==> src/rtl/owb_pkg.sv <==
package owb_pkg;
  localparam logic [7:0] OP_BIT    = 8'h87;
  localparam logic [7:0] OP_RBYTE  = 8'h96;
  localparam logic [7:0] OP_WBYTE  = 8'hA5;
  localparam logic [7:0] OP_BRST   = 8'hB4;
  localparam logic [7:0] OP_WCFG   = 8'hD2;
  localparam logic [7:0] OP_SETPTR = 8'hE1;
  localparam logic [7:0] OP_DRST   = 8'hF0;

  localparam logic [7:0] SEL_CFG  = 8'hC3;
  localparam logic [7:0] SEL_DATA = 8'hE1;
  localparam logic [7:0] SEL_STAT = 8'hF0;

  typedef enum logic [1:0] {RUN_RST, RUN_BIT, RUN_WBYTE, RUN_RBYTE} run_e;
  typedef enum logic [1:0] {E_IDLE, E_RLOW, E_RHIGH, E_SLOT} eng_e;
endpackage

==> src/rtl/owb_bit_engine.sv <==
module owb_bit_engine #(
  parameter int RSTL     = 24000,
  parameter int RSTH     = 24000,
  parameter int SHORT_AT = 100,
  parameter int PRES_AT  = 3500,
  parameter int SLOT     = 3500,
  parameter int LOW0     = 3000,
  parameter int LOW1     = 300,
  parameter int SAMP_AT  = 750
) (
  input  logic       clk,
  input  logic       rst,
  input  logic       start,
  input  logic       start_rst,
  input  logic       start_byte,
  input  logic [7:0] tx,
  input  logic       ow_sense,
  output logic       ow_pull_low,
  output logic       line_lvl,
  output logic       done,
  output logic [7:0] rx,
  output logic       presence,
  output logic       short_flag
);
  import owb_pkg::*;

  localparam int M1   = (RSTL > RSTH) ? RSTL : RSTH;
  localparam int MAXC = (M1 > SLOT) ? M1 : SLOT;
  localparam int CW   = $clog2(MAXC + 1);
  localparam logic [CW-1:0] C_RLOW_END = CW'(RSTL - 1);
  localparam logic [CW-1:0] C_RHI_END  = CW'(RSTH - 1);
  localparam logic [CW-1:0] C_SHORT    = CW'(SHORT_AT);
  localparam logic [CW-1:0] C_PRES     = CW'(PRES_AT);
  localparam logic [CW-1:0] C_SLOT_END = CW'(SLOT - 1);
  localparam logic [CW-1:0] C_LOW0     = CW'(LOW0);
  localparam logic [CW-1:0] C_LOW1     = CW'(LOW1);
  localparam logic [CW-1:0] C_SAMP     = CW'(SAMP_AT);

  eng_e          state;
  logic [CW-1:0] cnt;
  logic [7:0]    sh;
  logic [2:0]    left;
  logic          pull_d;

  always_comb begin
    pull_d = (state == E_RLOW) ||
             ((state == E_SLOT) && (cnt < (sh[0] ? C_LOW1 : C_LOW0)));
  end

  always_ff @(posedge clk) begin
    if (rst) begin
      state       <= E_IDLE;
      cnt         <= '0;
      sh          <= '0;
      left        <= '0;
      rx          <= '0;
      presence    <= 1'b0;
      short_flag  <= 1'b0;
      done        <= 1'b0;
      ow_pull_low <= 1'b0;
      line_lvl    <= 1'b1;
    end else begin
      done        <= 1'b0;
      line_lvl    <= ow_sense;
      ow_pull_low <= pull_d;
      case (state)
        E_IDLE: if (start) begin
          cnt <= '0;
          if (start_rst) state <= E_RLOW;
          else begin
            state <= E_SLOT;
            sh    <= tx;
            left  <= start_byte ? 3'd7 : 3'd0;
          end
        end
        E_RLOW: begin
          if (cnt == C_RLOW_END) begin
            state <= E_RHIGH;
            cnt   <= '0;
          end else cnt <= cnt + 1'b1;
        end
        E_RHIGH: begin
          if (cnt == C_SHORT) short_flag <= !line_lvl;
          if (cnt == C_PRES)  presence   <= !line_lvl;
          if (cnt == C_RHI_END) begin
            state <= E_IDLE;
            done  <= 1'b1;
          end else cnt <= cnt + 1'b1;
        end
        default: begin
          if (cnt == C_SAMP) rx <= {line_lvl, rx[7:1]};
          if (cnt == C_SLOT_END) begin
            cnt <= '0;
            if (left == 3'd0) begin
              state <= E_IDLE;
              done  <= 1'b1;
            end else begin
              left <= left - 1'b1;
              sh   <= {1'b0, sh[7:1]};
            end
          end else cnt <= cnt + 1'b1;
        end
      endcase
    end
  end
endmodule

==> src/rtl/owb_cmd_ctrl.sv <==
module owb_cmd_ctrl (
  input  logic       clk,
  input  logic       rst,
  input  logic       wr_valid,
  input  logic [7:0] wr_data,
  input  logic       eng_done,
  input  logic [7:0] eng_rx,
  input  logic       eng_pres,
  input  logic       eng_short,
  input  logic       line_lvl,
  output logic       eng_start,
  output logic       eng_is_rst,
  output logic       eng_is_byte,
  output logic [7:0] eng_tx,
  output logic       busy_q,
  output logic [7:0] ptr_q,
  output logic [3:0] cfg_q,
  output logic [7:0] data_q,
  output logic [7:0] status
);
  import owb_pkg::*;

  run_e       run_kind;
  logic       arg_wait;
  logic [7:0] arg_cmd;
  logic       ppd_q, sd_q, sbr_q, rstf_q;
  logic       take, go, dev_rst, cfg_ok, ptr_ok;
  run_e       go_kind;
  logic [7:0] go_tx;

  assign take    = wr_valid && !busy_q;
  assign dev_rst = take && !arg_wait && (wr_data == OP_DRST);
  assign cfg_ok  = (wr_data[7:4] == ~wr_data[3:0]);
  assign ptr_ok  = (wr_data == SEL_CFG) || (wr_data == SEL_DATA) || (wr_data == SEL_STAT);

  always_comb begin
    go      = 1'b0;
    go_kind = RUN_RST;
    go_tx   = 8'hFF;
    if (take) begin
      if (arg_wait) begin
        if (arg_cmd == OP_BIT) begin
          go = 1'b1; go_kind = RUN_BIT; go_tx = {7'b0, wr_data[7]};
        end else if (arg_cmd == OP_WBYTE) begin
          go = 1'b1; go_kind = RUN_WBYTE; go_tx = wr_data;
        end
      end else if (wr_data == OP_RBYTE) begin
        go = 1'b1; go_kind = RUN_RBYTE;
      end else if (wr_data == OP_BRST) begin
        go = 1'b1; go_kind = RUN_RST;
      end
    end
  end

  assign eng_is_rst  = (run_kind == RUN_RST);
  assign eng_is_byte = (run_kind == RUN_WBYTE) || (run_kind == RUN_RBYTE);
  assign status      = {2'b00, sbr_q, rstf_q, line_lvl, sd_q, ppd_q, busy_q};

  always_ff @(posedge clk) begin
    if (rst || dev_rst) begin
      run_kind  <= RUN_RST;
      arg_wait  <= 1'b0;
      arg_cmd   <= '0;
      eng_start <= 1'b0;
      eng_tx    <= '0;
      busy_q    <= 1'b0;
      ptr_q     <= SEL_STAT;
      cfg_q     <= '0;
      data_q    <= '0;
      ppd_q     <= 1'b0;
      sd_q      <= 1'b0;
      sbr_q     <= 1'b0;
      rstf_q    <= 1'b1;
    end else begin
      eng_start <= go;
      if (go) begin
        busy_q   <= 1'b1;
        run_kind <= go_kind;
        eng_tx   <= go_tx;
        ptr_q    <= SEL_STAT;
      end
      if (eng_done) begin
        busy_q <= 1'b0;
        case (run_kind)
          RUN_RST:   begin ppd_q <= eng_pres; sd_q <= eng_short; end
          RUN_BIT:   sbr_q  <= eng_rx[7];
          RUN_RBYTE: data_q <= eng_rx;
          default:   ;
        endcase
      end
      if (take) begin
        if (arg_wait) begin
          arg_wait <= 1'b0;
          if (arg_cmd == OP_WCFG && cfg_ok) begin
            cfg_q  <= wr_data[3:0];
            rstf_q <= 1'b0;
            ptr_q  <= SEL_CFG;
          end else if (arg_cmd == OP_SETPTR && ptr_ok) begin
            ptr_q <= wr_data;
          end
        end else if (wr_data == OP_BIT || wr_data == OP_WBYTE ||
                     wr_data == OP_WCFG || wr_data == OP_SETPTR) begin
          arg_wait <= 1'b1;
          arg_cmd  <= wr_data;
        end
      end
    end
  end
endmodule

==> src/rtl/owb_bridge.sv <==
module owb_bridge #(
  parameter int RSTL     = 24000,
  parameter int RSTH     = 24000,
  parameter int SHORT_AT = 100,
  parameter int PRES_AT  = 3500,
  parameter int SLOT     = 3500,
  parameter int LOW0     = 3000,
  parameter int LOW1     = 300,
  parameter int SAMP_AT  = 750
) (
  input  logic       clk,
  input  logic       rst,
  input  logic       wr_valid,
  input  logic [7:0] wr_data,
  output logic [7:0] rd_data,
  output logic       ow_pull_low,
  input  logic       ow_sense
);
  import owb_pkg::*;

  logic       eng_start, eng_is_rst, eng_is_byte, eng_done, eng_pres, eng_short, line_lvl;
  logic [7:0] eng_tx, eng_rx;
  logic       ctl_busy;
  logic [7:0] rd_ptr, data_q, status;
  logic [3:0] cfg_q;

  owb_cmd_ctrl u_ctrl (
    .clk(clk), .rst(rst), .wr_valid(wr_valid), .wr_data(wr_data),
    .eng_done(eng_done), .eng_rx(eng_rx), .eng_pres(eng_pres), .eng_short(eng_short),
    .line_lvl(line_lvl), .eng_start(eng_start), .eng_is_rst(eng_is_rst),
    .eng_is_byte(eng_is_byte), .eng_tx(eng_tx), .busy_q(ctl_busy), .ptr_q(rd_ptr),
    .cfg_q(cfg_q), .data_q(data_q), .status(status)
  );

  owb_bit_engine #(
    .RSTL(RSTL), .RSTH(RSTH), .SHORT_AT(SHORT_AT), .PRES_AT(PRES_AT),
    .SLOT(SLOT), .LOW0(LOW0), .LOW1(LOW1), .SAMP_AT(SAMP_AT)
  ) u_eng (
    .clk(clk), .rst(rst), .start(eng_start), .start_rst(eng_is_rst),
    .start_byte(eng_is_byte), .tx(eng_tx), .ow_sense(ow_sense),
    .ow_pull_low(ow_pull_low), .line_lvl(line_lvl), .done(eng_done), .rx(eng_rx),
    .presence(eng_pres), .short_flag(eng_short)
  );

  always_ff @(posedge clk) begin
    if (rst) rd_data <= 8'h18;
    else begin
      case (rd_ptr)
        SEL_CFG:  rd_data <= {4'h0, cfg_q};
        SEL_DATA: rd_data <= data_q;
        default:  rd_data <= status;
      endcase
    end
  end
endmodule

==> config.mk <==
export PLATFORM = sky130hd
export DESIGN_NAME = owb_bridge
export DESIGN_NICKNAME = d
export VERILOG_FILES = /design/src/rtl/owb_pkg.sv /design/src/rtl/owb_bit_engine.sv /design/src/rtl/owb_cmd_ctrl.sv /design/src/rtl/owb_bridge.sv
export SDC_FILE = /design/constraint.sdc
export NUM_CORES = 1
export LEC_CHECK = 0
export ABC_AREA = 1
export BUFFER_PORTS_ARGS = -buffer_cell sky130_fd_sc_hd__buf_2
export CAP_MARGIN = 20
export CORE_MARGIN = 2
export CORE_UTILIZATION = 40
export DETAILED_ROUTE_END_ITERATION = 16
export GPL_ROUTABILITY_DRIVEN = 0
export PLACE_DENSITY_LB_ADDON = 0.2
export SYNTH_ARGS = -nofsm -noshare
export SYNTH_HDL_FRONTEND = slang
export SYNTH_SLANG_ARGS = --single-unit
==> constraint.sdc <==
create_clock -name clk -period 1.9 [get_ports clk]
set_clock_uncertainty 0.1 [all_clocks]
set_input_delay 0.285 -clock clk [delete_from_list [all_inputs] [get_ports clk]]
set_output_delay 0.285 -clock clk [all_outputs]
set_load 0.1 [all_outputs]
==> qor.yml <==
run_status:
  status: "complete, no violations"
clocking:
  numClockSinks: 94
  clkTransAtPathRegs_ps: 70
  htreeDepth: 3
  cts_hold_buf: 0
  cts_tree: "done"
  clk_path_buf_depth: 2
  clockRootBuffer: "clkbuf_16"
  clk_latency_ps: 350
  cts_made_buffers: 9
flow_run:
  maxCapViolCount: 0
yosys:
  synthCells: 691
  syn_area_per_cell_um2: 6.78
  synth.net_count: 716
  synth_area_mm2: 0.00469
  synth_cell_types: 36
  seq_area_frac_synth_pct: 40.2
  synth_warnings: 0
  synth-seq-cells: 94
worst_setup_path:
  crit_arrival_ps: 1910
  r2r-start: "u_eng.cnt[1]"
  reg2reg_depth: 9
  critPathLaunchType: "flop"
  worstReg2RegEnd: "u_eng.cnt[0]"
  crit_path_end_kind: "flop"
  reg2reg_slack_ps: 170
  crit_type: "flop to flop"
  crit_fanout: 10
  critPathRequiredTime_ps: 2080
finish:
  stdcell_count: 880
  syn2layout_area_growth_pct: 16.0
  layout-drive-gt1-share_pct: 14.8
  diodes: 0
  layout_common_cells: "nand2_1, nor2_1, dfxtp_1, inv_1, a21oi_1"
  layout.nets: 757
  fillers: 1209
  layout_commonest_cell: "nand2_1"
  final_util_pct: 47.6
floorplan:
  die_width_um: 112
  die_h_um: 112
  rows: 39
  initial_core_util_pct: 41.0
  boundaryPins: 21
  die_area_mm2: 0.0126
  core-area_mm2: 0.0114
placed_design:
  io_buffers: 20
  dp_cells: 862
  hpwl_mm: 8.51
global_route:
  antenna_found_initial: 0
  grt_max_degree: 32
  grt_overflow: 0
  grt_pass1_wl_mm: 19.7
  grt_usage_pct: 18.9
  grt_pass1_vias: 4297
pwr:
  p_leak_nw: 2.32
  vdd_ir_drop_max_uv: 533
  p_per_area_mw_per_mm2: 887
  total_power_w: 0.00482
min_path:
  hold_path_class: "input port to flop"
  whs_path_depth: 2
  hold_end: "u_eng.line_lvl"
  min-delay-start: "ow_sense"
detailed_routing:
  drc: 0
  routedWlPerCell_um: 12.8
  wl_mm: 11.3
  postRouteAntennaNets: 0
  routed_via_density: 5.02
  drtPass1Iterations: 4
  num_vias: 4417
  drt_iter0_drc: 247
sta:
  fin_crit_ps: 1730
  worst-slew-pin-transition_ps: 487
  slew_headroom_pct: 67.8
  hold_slack_ps: 16.8
  maxSlewViolCount: 0
  grt_setup_unrepaired: "yes"
  max_freq_ghz: 0.578
  finalSetupViolCount: 0
  hold_viol_final: 0
  fin_crit_sh_pct: 91.1
==> area by class of cell <==
class	instances	area [um2]	area share (%)
Multi-Input combinational cell	498	2460	45.3
Sequential cell	94	1890	34.7
Inverter	84	322	5.92
Timing Repair Buffer	45	288	5.30
Clock buffer	10	239	4.40
Tap cell	143	179	3.29
Clock inverter	6	61.3	1.13
==> registers in the layout, indices dropped and copies added, names as in the netlist, 3 cells and up <==
register and count:
u_ctrl.arg_cmd 8, rd_data 8, u_eng.sh 8, u_eng.left 3, u_ctrl.data_q 8, u_eng.cnt 15
u_ctrl.eng_tx 8, u_ctrl.ptr_q 8, u_eng.rx 8, u_ctrl.cfg_q 4
==> stage by stage <==
stage	setup WS, ps	TNS (ps)	cell area [um2]
after floorplan	242	0	4690
after global placement	43.5	0	5060
after detailed placement	-46.1	-280	5060
after CTS	67.6	0	5360
after global routing	-23.7	-50.5	5430
final	170	0	5430
==> critical path: stages, from the launching register on <==
cell and delay, ps:
dfxtp_2 380, ha_1 200, nand2_1 120, nor2_2 170, nand3_2 100, nand2_4 150
inv_2 120, nand2_4 130, nand2_4 90, a21oi_2 110
==> worst max-delay path by stage <==
| stage | start | to | slack [ps] | cells past startpoint |
|---|---|---|---|---|
| 2_1_floorplan | u_eng.state[0] | u_eng.cnt[7] | 240 | 11 |
| 3_5_place_dp | u_eng.state[0] | u_eng.sh[0] | -50 | 8 |
| 3_3_place_gp | wr_data[3] | u_ctrl.ptr_q[7] | 40 | 12 |
| 6_report | u_eng.cnt[1] | u_eng.cnt[0] | 170 | 9 |
| 5_1_grt | u_ctrl.busy_q | u_ctrl.run_kind[1] | -20 | 8 |
| 4_1_cts | u_eng.state[0] | u_eng.sh[0] | 70 | 8 |
==> cells in the mapped netlist <==
library cell | n | area (um2)
nand2_1 | 160 | 601
nor2_1 | 101 | 379
dfxtp_1 | 94 | 1880
inv_1 | 78 | 293
a21oi_1 | 54 | 270
o21ai_0 | 47 | 235
nand3_1 | 46 | 230
nand4_1 | 18 | 113
ha_1 | 13 | 163
nor3_1 | 11 | 55.1
clkbuf_1 | 8 | 30.0
nand2_2 | 6 | 37.5
nor2_2 | 6 | 37.5
o21ai_1 | 6 | 30.0
inv_2 | 5 | 18.8
xor2_1 | 5 | 43.8
nand3b_1 | 4 | 30.0
nand2_4 | 3 | 33.8
a21oi_2 | 2 | 17.5
buf_2 | 2 | 10.0
buf_6 | 2 | 22.5
nand3_2 | 2 | 20.0
nor3_2 | 2 | 20.0
nor3b_1 | 2 | 15.0
o22ai_1 | 2 | 12.5
or2_2 | 2 | 12.5
a211oi_1 | 1 | 7.51
a31oi_1 | 1 | 6.26
buf_1 | 1 | 3.75
buf_4 | 1 | 7.51
clkbuf_2 | 1 | 5.00
clkinv_1 | 1 | 3.75
nor2_4 | 1 | 11.3
o22ai_2 | 1 | 12.5
o31ai_1 | 1 | 7.51
xnor2_1 | 1 | 8.76
==> what timing repair did <==
action,CTS,global route
resized for setup,1,21
setup endpoints to repair,9,58
cloned,0,0
pin swaps,0,1
setup buffers,0,2
==> routing by layer <==
layer | wire length (um) | part of all wire [%] | vias to the layer above | track usage [%]
met5 | 0 | 0 | - | 0
met4 | 299 | 2.7 | 0 | 7.15
met3 | 380 | 3.4 | 26 | 4.97
met2 | 5330 | 47 | 72 | 31.5
met1 | 5250 | 47 | 2010 | 23.7
li1 | - | - | 2309 | -
==> power by group <==
| group | switching, W | total (W) | internal (W) |
|---|---|---|---|
| logic | 0.000673 | 0.000987 | 0.000313 |
| registers | 0.0000287 | 0.00203 | 0.00200 |
| clock network | 0.000843 | 0.00180 | 0.000958 |
| total | 0.00155 | 0.00482 | 0.00327 |
==> cell families after synthesis <==
family / after synthesis / share of synthesized area (%)
adders and majority gates: 13 / 3.47
and+or+nand+nor: 364 / 34.0
xor gates and xnor gates: 6 / 1.12
buffers and inverters: 99 / 8.41
DFF: 94 / 40.2
AOI/OAI and AO/OA: 115 / 12.8
No activity file was read; power rests on OpenSTA's default activity.
